<file path="src/rtl/fb_scanout.sv">
module fb_scanout #(
  parameter int ADDR_W = 16
) (
  input  logic              clk,
  input  logic              rst_n,
  input  logic              frame_gate,
  input  logic              line_gate,
  input  logic              four_colour,
  input  logic [7:0]        ram_rdata,
  output logic [ADDR_W-1:0] ram_addr,
  output logic              fetch_slot,
  output logic [1:0]        pix
);

  logic [2:0] phase;
  logic [7:0] shreg;
  logic       show;
  logic       active;

  assign active     = line_gate & frame_gate;
  assign fetch_slot = active & (four_colour ? (phase[1:0] == 2'd0) : (phase == 3'd0));
  assign pix        = !show ? 2'b00 : (four_colour ? shreg[7:6] : {1'b0, shreg[7]});

  always_ff @(posedge clk or negedge rst_n) begin
    if (!rst_n) begin
      phase    <= '0;
      shreg    <= '0;
      show     <= 1'b0;
      ram_addr <= '0;
    end else begin
      show  <= active;
      phase <= active ? phase + 3'd1 : 3'd0;
      if (!frame_gate)
        ram_addr <= '0;
      else if (fetch_slot)
        ram_addr <= ram_addr + 1'b1;
      if (fetch_slot)
        shreg <= ram_rdata;
      else if (four_colour)
        shreg <= {shreg[5:0], 2'b00};
      else
        shreg <= {shreg[6:0], 1'b0};
    end
  end

endmodule

</file>
<file path="config.mk">
export PLATFORM = sky130hd
export DESIGN_NAME = fb_scanout
export DESIGN_NICKNAME = d
export VERILOG_FILES = /design/src/rtl/fb_scanout.sv
export SDC_FILE = /design/constraint.sdc
export NUM_CORES = 1
export LEC_CHECK = 0
export BUFFER_PORTS_ARGS = -buffer_cell sky130_fd_sc_hd__buf_2
export CAP_MARGIN = 10
export CORE_MARGIN = 4
export CORE_UTILIZATION = 47
export DETAILED_ROUTE_END_ITERATION = 16
export PLACE_DENSITY = 0.82
export SLEW_MARGIN = 20
export SYNTH_ARGS = -nofsm -noshare
export SYNTH_HDL_FRONTEND = slang
export SYNTH_SLANG_ARGS = --single-unit
</file>
<file path="constraint.sdc">
create_clock -name clk -period 2.35 [get_ports clk]
set_input_delay 0.705 -clock clk [delete_from_list [all_inputs] [get_ports clk]]
set_output_delay 0.705 -clock clk [all_outputs]
set_load 0.02 [all_outputs]
</file>
==> flow_summary_export.csv, run 1 <==
group,metric,value,unit
run,cap_viol_max_count,0,
worst_setup_path,end_kind,"primary output",
die,dieArea,3920,sq um
timing,period_share,89.7,%
die,die_h,62.6,um
clock_tree,numClockSinks,28,
yosys,synth_seq_area_share,50.0,%
final_layout,layout_common_cells,"31 x buf_2, 28 x dfrtp_1, 14 x nor2_1, 11 x nand2_1, 11 x mux2i_1",
timing,fin_setup_tns,0,ns
final_layout,multi_input_area,656,sq um
timing,slew_violations,0,
die,die_w,62.6,um
route,vias,1173,
place,gp_congestion,0.830,
final_layout,diodes,0,
clock_tree,cts-root-buf,"clkbuf_4",
timing,rsz0062_at_grt,"no",
place,dpl.hpwl,2260,um
clock_tree,cts-resized-gates,0,
route,drt-met1-wl,1360,um
final_layout,num-nets-final,187,
timing,skew,0.00742,ns
timing,max_slew_margin,60.2,%
route,postRouteWirelength,3050,um
yosys,ys_warn_count,0,
yosys,syn_inst,137,
route,met2_length,1450,um
die,io_pins,32,
final_layout,drive_above_1_share,25.9,%
global_routing,grt_overflow,0,
clock_tree,clk_path_buf_depth,2,
clock_tree,cts_tree,"yes",
yosys,syn_area,1400,sq um
final_layout,final_common_cell,"buf_2",
final_layout,syn_to_final_growth,17.5,%
worst_setup_path,cp.arrival,1.40,ns
die,coreArea,2810,sq um
yosys,yosysUniqueCellTypes,31,
status,status,"finished clean",
worst_hold_path,min_path_type,"primary input to async pin",
timing,fin_ws,0.242,ns
route,avgViaCountPerCell,5.84,
place,port_buffers,31,
global_routing,grt_antenna_before_repair,0,
clock_tree,h-tree-depth,1,
global_routing,grt_pass1_vias,1192,
clock_tree,postCtsSetupRepairBufs,0,
die,row_count,19,
clock_tree,clk_latency,0.33,ns
yosys,synth-seq-cells,28,
clock_tree,hold_buffers,0,
route,route.met3.wl,199,um
pwr,ir_drop,0.370,mV
route,postRouteAntennaNets,0,
route,first_iter_violations,60,
worst_setup_path,crit_required,1.64,ns
route,post_drt_wl_per_cell,15.2,um
global_routing,grt_max_degree,29,
global_routing,grt_pass1_wl,5430,um
route,top_layer_used,"met4",
route,drcViolationCount,0,
worst_setup_path,criticalPathCategory,"flop to primary output",
timing,setup_viol,0,
yosys,syn_avg_cell_area,10.2,sq um
route,first_pass_iters,4,
clock_tree,clk_pin_slew,0.16,ns
pwr,p_per_area,568,nW/um^2
timing,hold_viol_final,0,
clock_tree,cts_made_buffers,3,
place,pre_cts_ws,0.266,ns
yosys,syn_nets,153,
final_layout,regArea,701,sq um
timing,worst_pin_slew,0.597,ns
timing,period_needed,2.11,ns
global_routing,grt_use_total,17.1,%
final_layout,n_fill_cell,247,
worst_setup_path,start_kind,"flop",
timing,fmaxAchievable,474,MHz
die,initial_core_util,50.0,%
worst_setup_path,crit_fanout,4,
pwr,p_leak,0.841,nW
layout make-up:
class,count,area share (%)
Clock buffer,3,1.37
Clock inverter,1,1.82
Inverter,8,1.82
Multi-Input combinational cell,97,39.8
Sequential cell,28,42.5
Tap cell,31,2.35
Timing Repair Buffer,33,10.3
report_power, final:
part	total [mW]	switching (mW)	internal (mW)
Sequential	0.521	0.0160	0.505
Clock	0.319	0.147	0.173
Combinational	0.0954	0.0579	0.0375
Total	0.935	0.221	0.715
metal layers:
metal	global-route usage, %	up-vias
li1	-	556
met1	23.5	568
met2	26.5	43
met3	2.88	6
met4	7.44	0
met5	0	-
sequential cells by signal (all words and copies together) (netlist names):
register  count
phase         3
ram_addr     16
show          1
shreg         8
synth_stat cells, drive strengths merged:
master,number,area [sq um]
nand2b,1,13.8
dfrtp,28,701
clkbuf,3,11.3
nor3,1,5.00
a21oi,10,50.1
and2,2,13.8
and3,3,20.0
o311ai,3,26.3
xnor2,3,26.3
ha,3,37.5
buf,1,5.00
mux2i,11,110
o31ai,7,52.6
xor2,2,17.5
nor2,14,52.6
nand2,11,41.3
or2,1,6.26
nand3,7,35.0
or4,4,30.0
and4,3,28.8
nand3b,1,7.51
nor4,1,6.26
nand4,5,52.6
o21ai,2,10.0
nor2b,2,12.5
inv,8,30.0
per-stage QoR:
step | cell area, sq um | hold WS, ns | total power [mW] | utilization [%] | cells
floorplan | 1400 | 0.409 | 0.584 | - | 137
global placement | 1600 | 0.443 | 0.623 | 56.9 | 197
detailed placement | 1600 | 0.455 | 0.628 | 56.9 | 197
CTS | 1650 | 0.373 | 0.946 | 58.7 | 201
global route | 1650 | 0.391 | 0.985 | 58.7 | 201
finish | 1650 | 0.351 | 0.935 | 58.7 | 201
final timing paths:
check,depth (start not counted),endpoint,slack (ns),start
max,5,fetch_slot,0.24,phase[0]$_DFF_PN0_
max in group asynchronous,1,ram_addr[3]$_DFFE_PN0P_,1.61,rst_n
min reg2reg,1,phase[0]$_DFF_PN0_,0.47,phase[0]$_DFF_PN0_
max reg2reg,5,ram_addr[12]$_DFFE_PN0P_,0.55,ram_addr[0]$_DFFE_PN0P_
min in group clk,1,phase[0]$_DFF_PN0_,0.47,phase[0]$_DFF_PN0_
min,1,shreg[3]$_DFF_PN0_,0.35,rst_n
critical path, cell delays in order, from the launching register on:
cell and delay, ns:
dfrtp_1 0.42, inv_1 0.06, ha_1 0.21, nand4_2 0.12, inv_1 0.10, buf_2 0.16
cells by family after synthesis:
group,after synthesis,share of synthesized area (%)
flops,28,50.0
compound gates,22,9.90
simple gates,56,23.2
xor+xnor,5,3.12
mux,11,7.85
buf+inv,12,3.30
fa+ha+maj,3,2.68
Power figures use the tool's default switching activity.
==> inputs of run 2 (changes only) <==
==> constraint.sdc (replaced) <==
create_clock -name clk -period 2.35 [get_ports clk]
set_input_delay 0.1175 -clock clk [delete_from_list [all_inputs] [get_ports clk]]
set_output_delay 0.1175 -clock clk [all_outputs]
set_load 0.02 [all_outputs]
==> run 2 against run 1 <==
  * Critical path depth up 1
  * Sequential share of layout area up 0.097 points
  * Global-route usage down 0.99 points
  * Wire length down 5.1%
  * Sequential power about the same
  * Worst hold slack worse by 0.32 ns
  * Final area down 0.23%
  * Via count down 4.3%
  * Die area unchanged
==> flow_summary_export.csv, run 2 (same netlist as run 1, synthesis figures left out) <==
group,metric,value,unit
die,die_w,62.6,um
clock_tree,cts_made_buffers,3,
clock_tree,hold_buffers,2,
pwr,p_sw,211,uW
worst_setup_path,crit_fanout,4,
final_layout,syn_to_final_growth,17.2,%
route,first_pass_iters,4,
clock_tree,clk_path_buf_depth,2,
die,io_pins,32,
final_layout,fin_util,58.6,%
route,vias,1123,
final_layout,final_common_cell,"buf_2",
die,dieArea,3920,sq um
route,avgViaCountPerCell,5.56,
worst_setup_path,path_cells,"inv_1 > ha_1 > and4_1 > nand4_1 > or4_1 > a21oi_1",
pwr,p_total,849,uW
timing,whs,0.0339,ns
final_layout,n_fill_cell,256,
pwr,pwr-share-seq,61.2,%
clock_tree,postCtsSetupRepairBufs,0,
global_routing,grt_pass1_wl,5150,um
route,first_iter_violations,38,
clock_tree,h-tree-depth,1,
worst_setup_path,start_kind,"flop",
final_layout,layout_common_cells,"31 x buf_2, 28 x dfrtp_1, 14 x nor2_1, 11 x nand2_1, 11 x mux2i_1",
timing,period_needed,1.69,ns
final_layout,diodes,0,
clock_tree,cts-root-buf,"clkbuf_4",
pwr,p_leak,0.838,nW
clock_tree,numClockSinks,28,
timing,fmaxAchievable,593,MHz
global_routing,grt_use_total,16.1,%
status,status,"finished clean",
route,postRouteWirelength,2900,um
worst_setup_path,cp_top_family,"simple AND/OR/NAND/NOR gates",
global_routing,grt_overflow,0,
place,gp_congestion,0.854,
timing,worst_pin_slew,0.591,ns
worst_setup_path,crit_required,2.62,ns
clock_tree,cts_tree,"yes",
pwr,power_frac_comb,11.4,%
final_layout,largest_reg_flops,16,
global_routing,use_met3,2.88,%
worst_setup_path,critPathBufInv,1,
worst_setup_path,slowest_stage,"dfrtp_1",
timing,slew_violations,0,
timing,setup_viol,0,
timing,max_slew_margin,60.6,%
timing,fin_setup_tns,0,ns
route,drcViolationCount,0,
timing,period_share,71.8,%
global_routing,grt_antenna_before_repair,0,
worst_hold_path,min_path_type,"primary input to flop",
worst_setup_path,max_stage_delay,0.43,ns
global_routing,grt_pass1_vias,1133,
timing,rsz0062_at_grt,"no",
clock_tree,clk_pin_slew,0.15,ns
global_routing,gr-usage-met1,20.6,%
pwr,swShare,24.8,%
die,row_count,19,
pwr,p_per_area,516,nW/um^2
worst_setup_path,r2r_setup_slack,0.66,ns
route,postRouteAntennaNets,0,
final_layout,largest_register,"ram_addr",
global_routing,grt_max_degree,29,
final_layout,drive_above_1_share,25.1,%
place,dpl.hpwl,2160,um
clock_tree,cts-resized-gates,0,
place,port_buffers,31,
route,post_drt_wl_per_cell,14.3,um
clock_tree,clk_latency,0.33,ns
die,die_h,62.6,um
die,initial_core_util,50.0,%
pwr,ir_drop,0.251,mV
worst_setup_path,cp.arrival,1.95,ns
timing,skew,0.0136,ns
worst_setup_path,criticalPathCategory,"flop to flop",
global_routing,top_usage_layer,"met2",
timing,hold_viol_final,0,
worst_setup_path,end_kind,"flop",
global_routing,grtUsageMet2,27.6,%
final_layout,reg.largest.list,"ram_addr (16), shreg (8), phase (3)",
run,cap_viol_max_count,0,
pwr,clock_power_share,27.4,%
pwr,intPower,638,uW
die,coreArea,2810,sq um
final_layout,num-nets-final,188,
[run 2: cell types whose count changed in the layout (fill, tap and decap cells not counted)]
cell / change
clkbuf_8: +1
bufinv_16: -1
dlygate4sd3_1: +2
buf_4: -1
[run 2: final timing paths]
check / cells after the start / start / end
worst min-delay path: 3 / ram_rdata[3] / shreg[3]$_DFF_PN0_
max in group asynchronous: 2 / rst_n / ram_addr[1]$_DFFE_PN0P_
worst min register to register: 1 / phase[0]$_DFF_PN0_ / phase[0]$_DFF_PN0_
worst max-delay path: 6 / phase[0]$_DFF_PN0_ / ram_addr[12]$_DFFE_PN0P_
worst max register to register: 6 / phase[0]$_DFF_PN0_ / ram_addr[12]$_DFFE_PN0P_
min in group asynchronous: 2 / rst_n / shreg[3]$_DFF_PN0_
[run 2: metal layers]
metal / wire length, um / vias up
met4: 10 / 0
met2: 1400 / 38
met5: 0 / -
met3: 180 / 2
met1: 1310 / 527
li1: - / 556
[run 2: power by group through the flow]
stage | Sequential (mW) | Combinational [mW] | Clock, mW
global route | 0.523 | 0.111 | 0.266
detailed placement | 0.529 | 0.0963 | 0
finish | 0.520 | 0.0969 | 0.232
floorplan | 0.529 | 0.0551 | 0
global placement | 0.527 | 0.0928 | 0
CTS | 0.520 | 0.0994 | 0.242
[run 2: cell type report]
| class | count | area (sq um) | share of cell area (%) |
|---|---|---|---|
| clock buffer | 4 | 36.3 | 2.21 |
| inverter | 8 | 30.0 | 1.83 |
| multi-input combinational | 97 | 656 | 39.9 |
| sequential | 28 | 701 | 42.6 |
| tap | 31 | 38.8 | 2.36 |
| timing repair buffer | 34 | 183 | 11.1 |
[run 2: stage by stage]
stage	instance area, sq um	setup WS (ns)	std cells
2_1_floorplan	1400	0.672	137
3_3_place_gp	1590	0.727	196
3_5_place_dp	1590	0.675	196
4_1_cts	1640	0.654	202
5_1_grt	1640	0.548	202
6_report	1640	0.664	202
[run 2: worst reg2reg max path: cells and delay by family (launching register included)]
kind / cells / cell delay, ns
AO/OA/AOI/OAI: 1 / 0.15
buffers and inverters: 1 / 0.06
flip-flops: 1 / 0.43
AND/OR/NAND/NOR: 3 / 0.79
adder cells (fa/ha/maj): 1 / 0.21
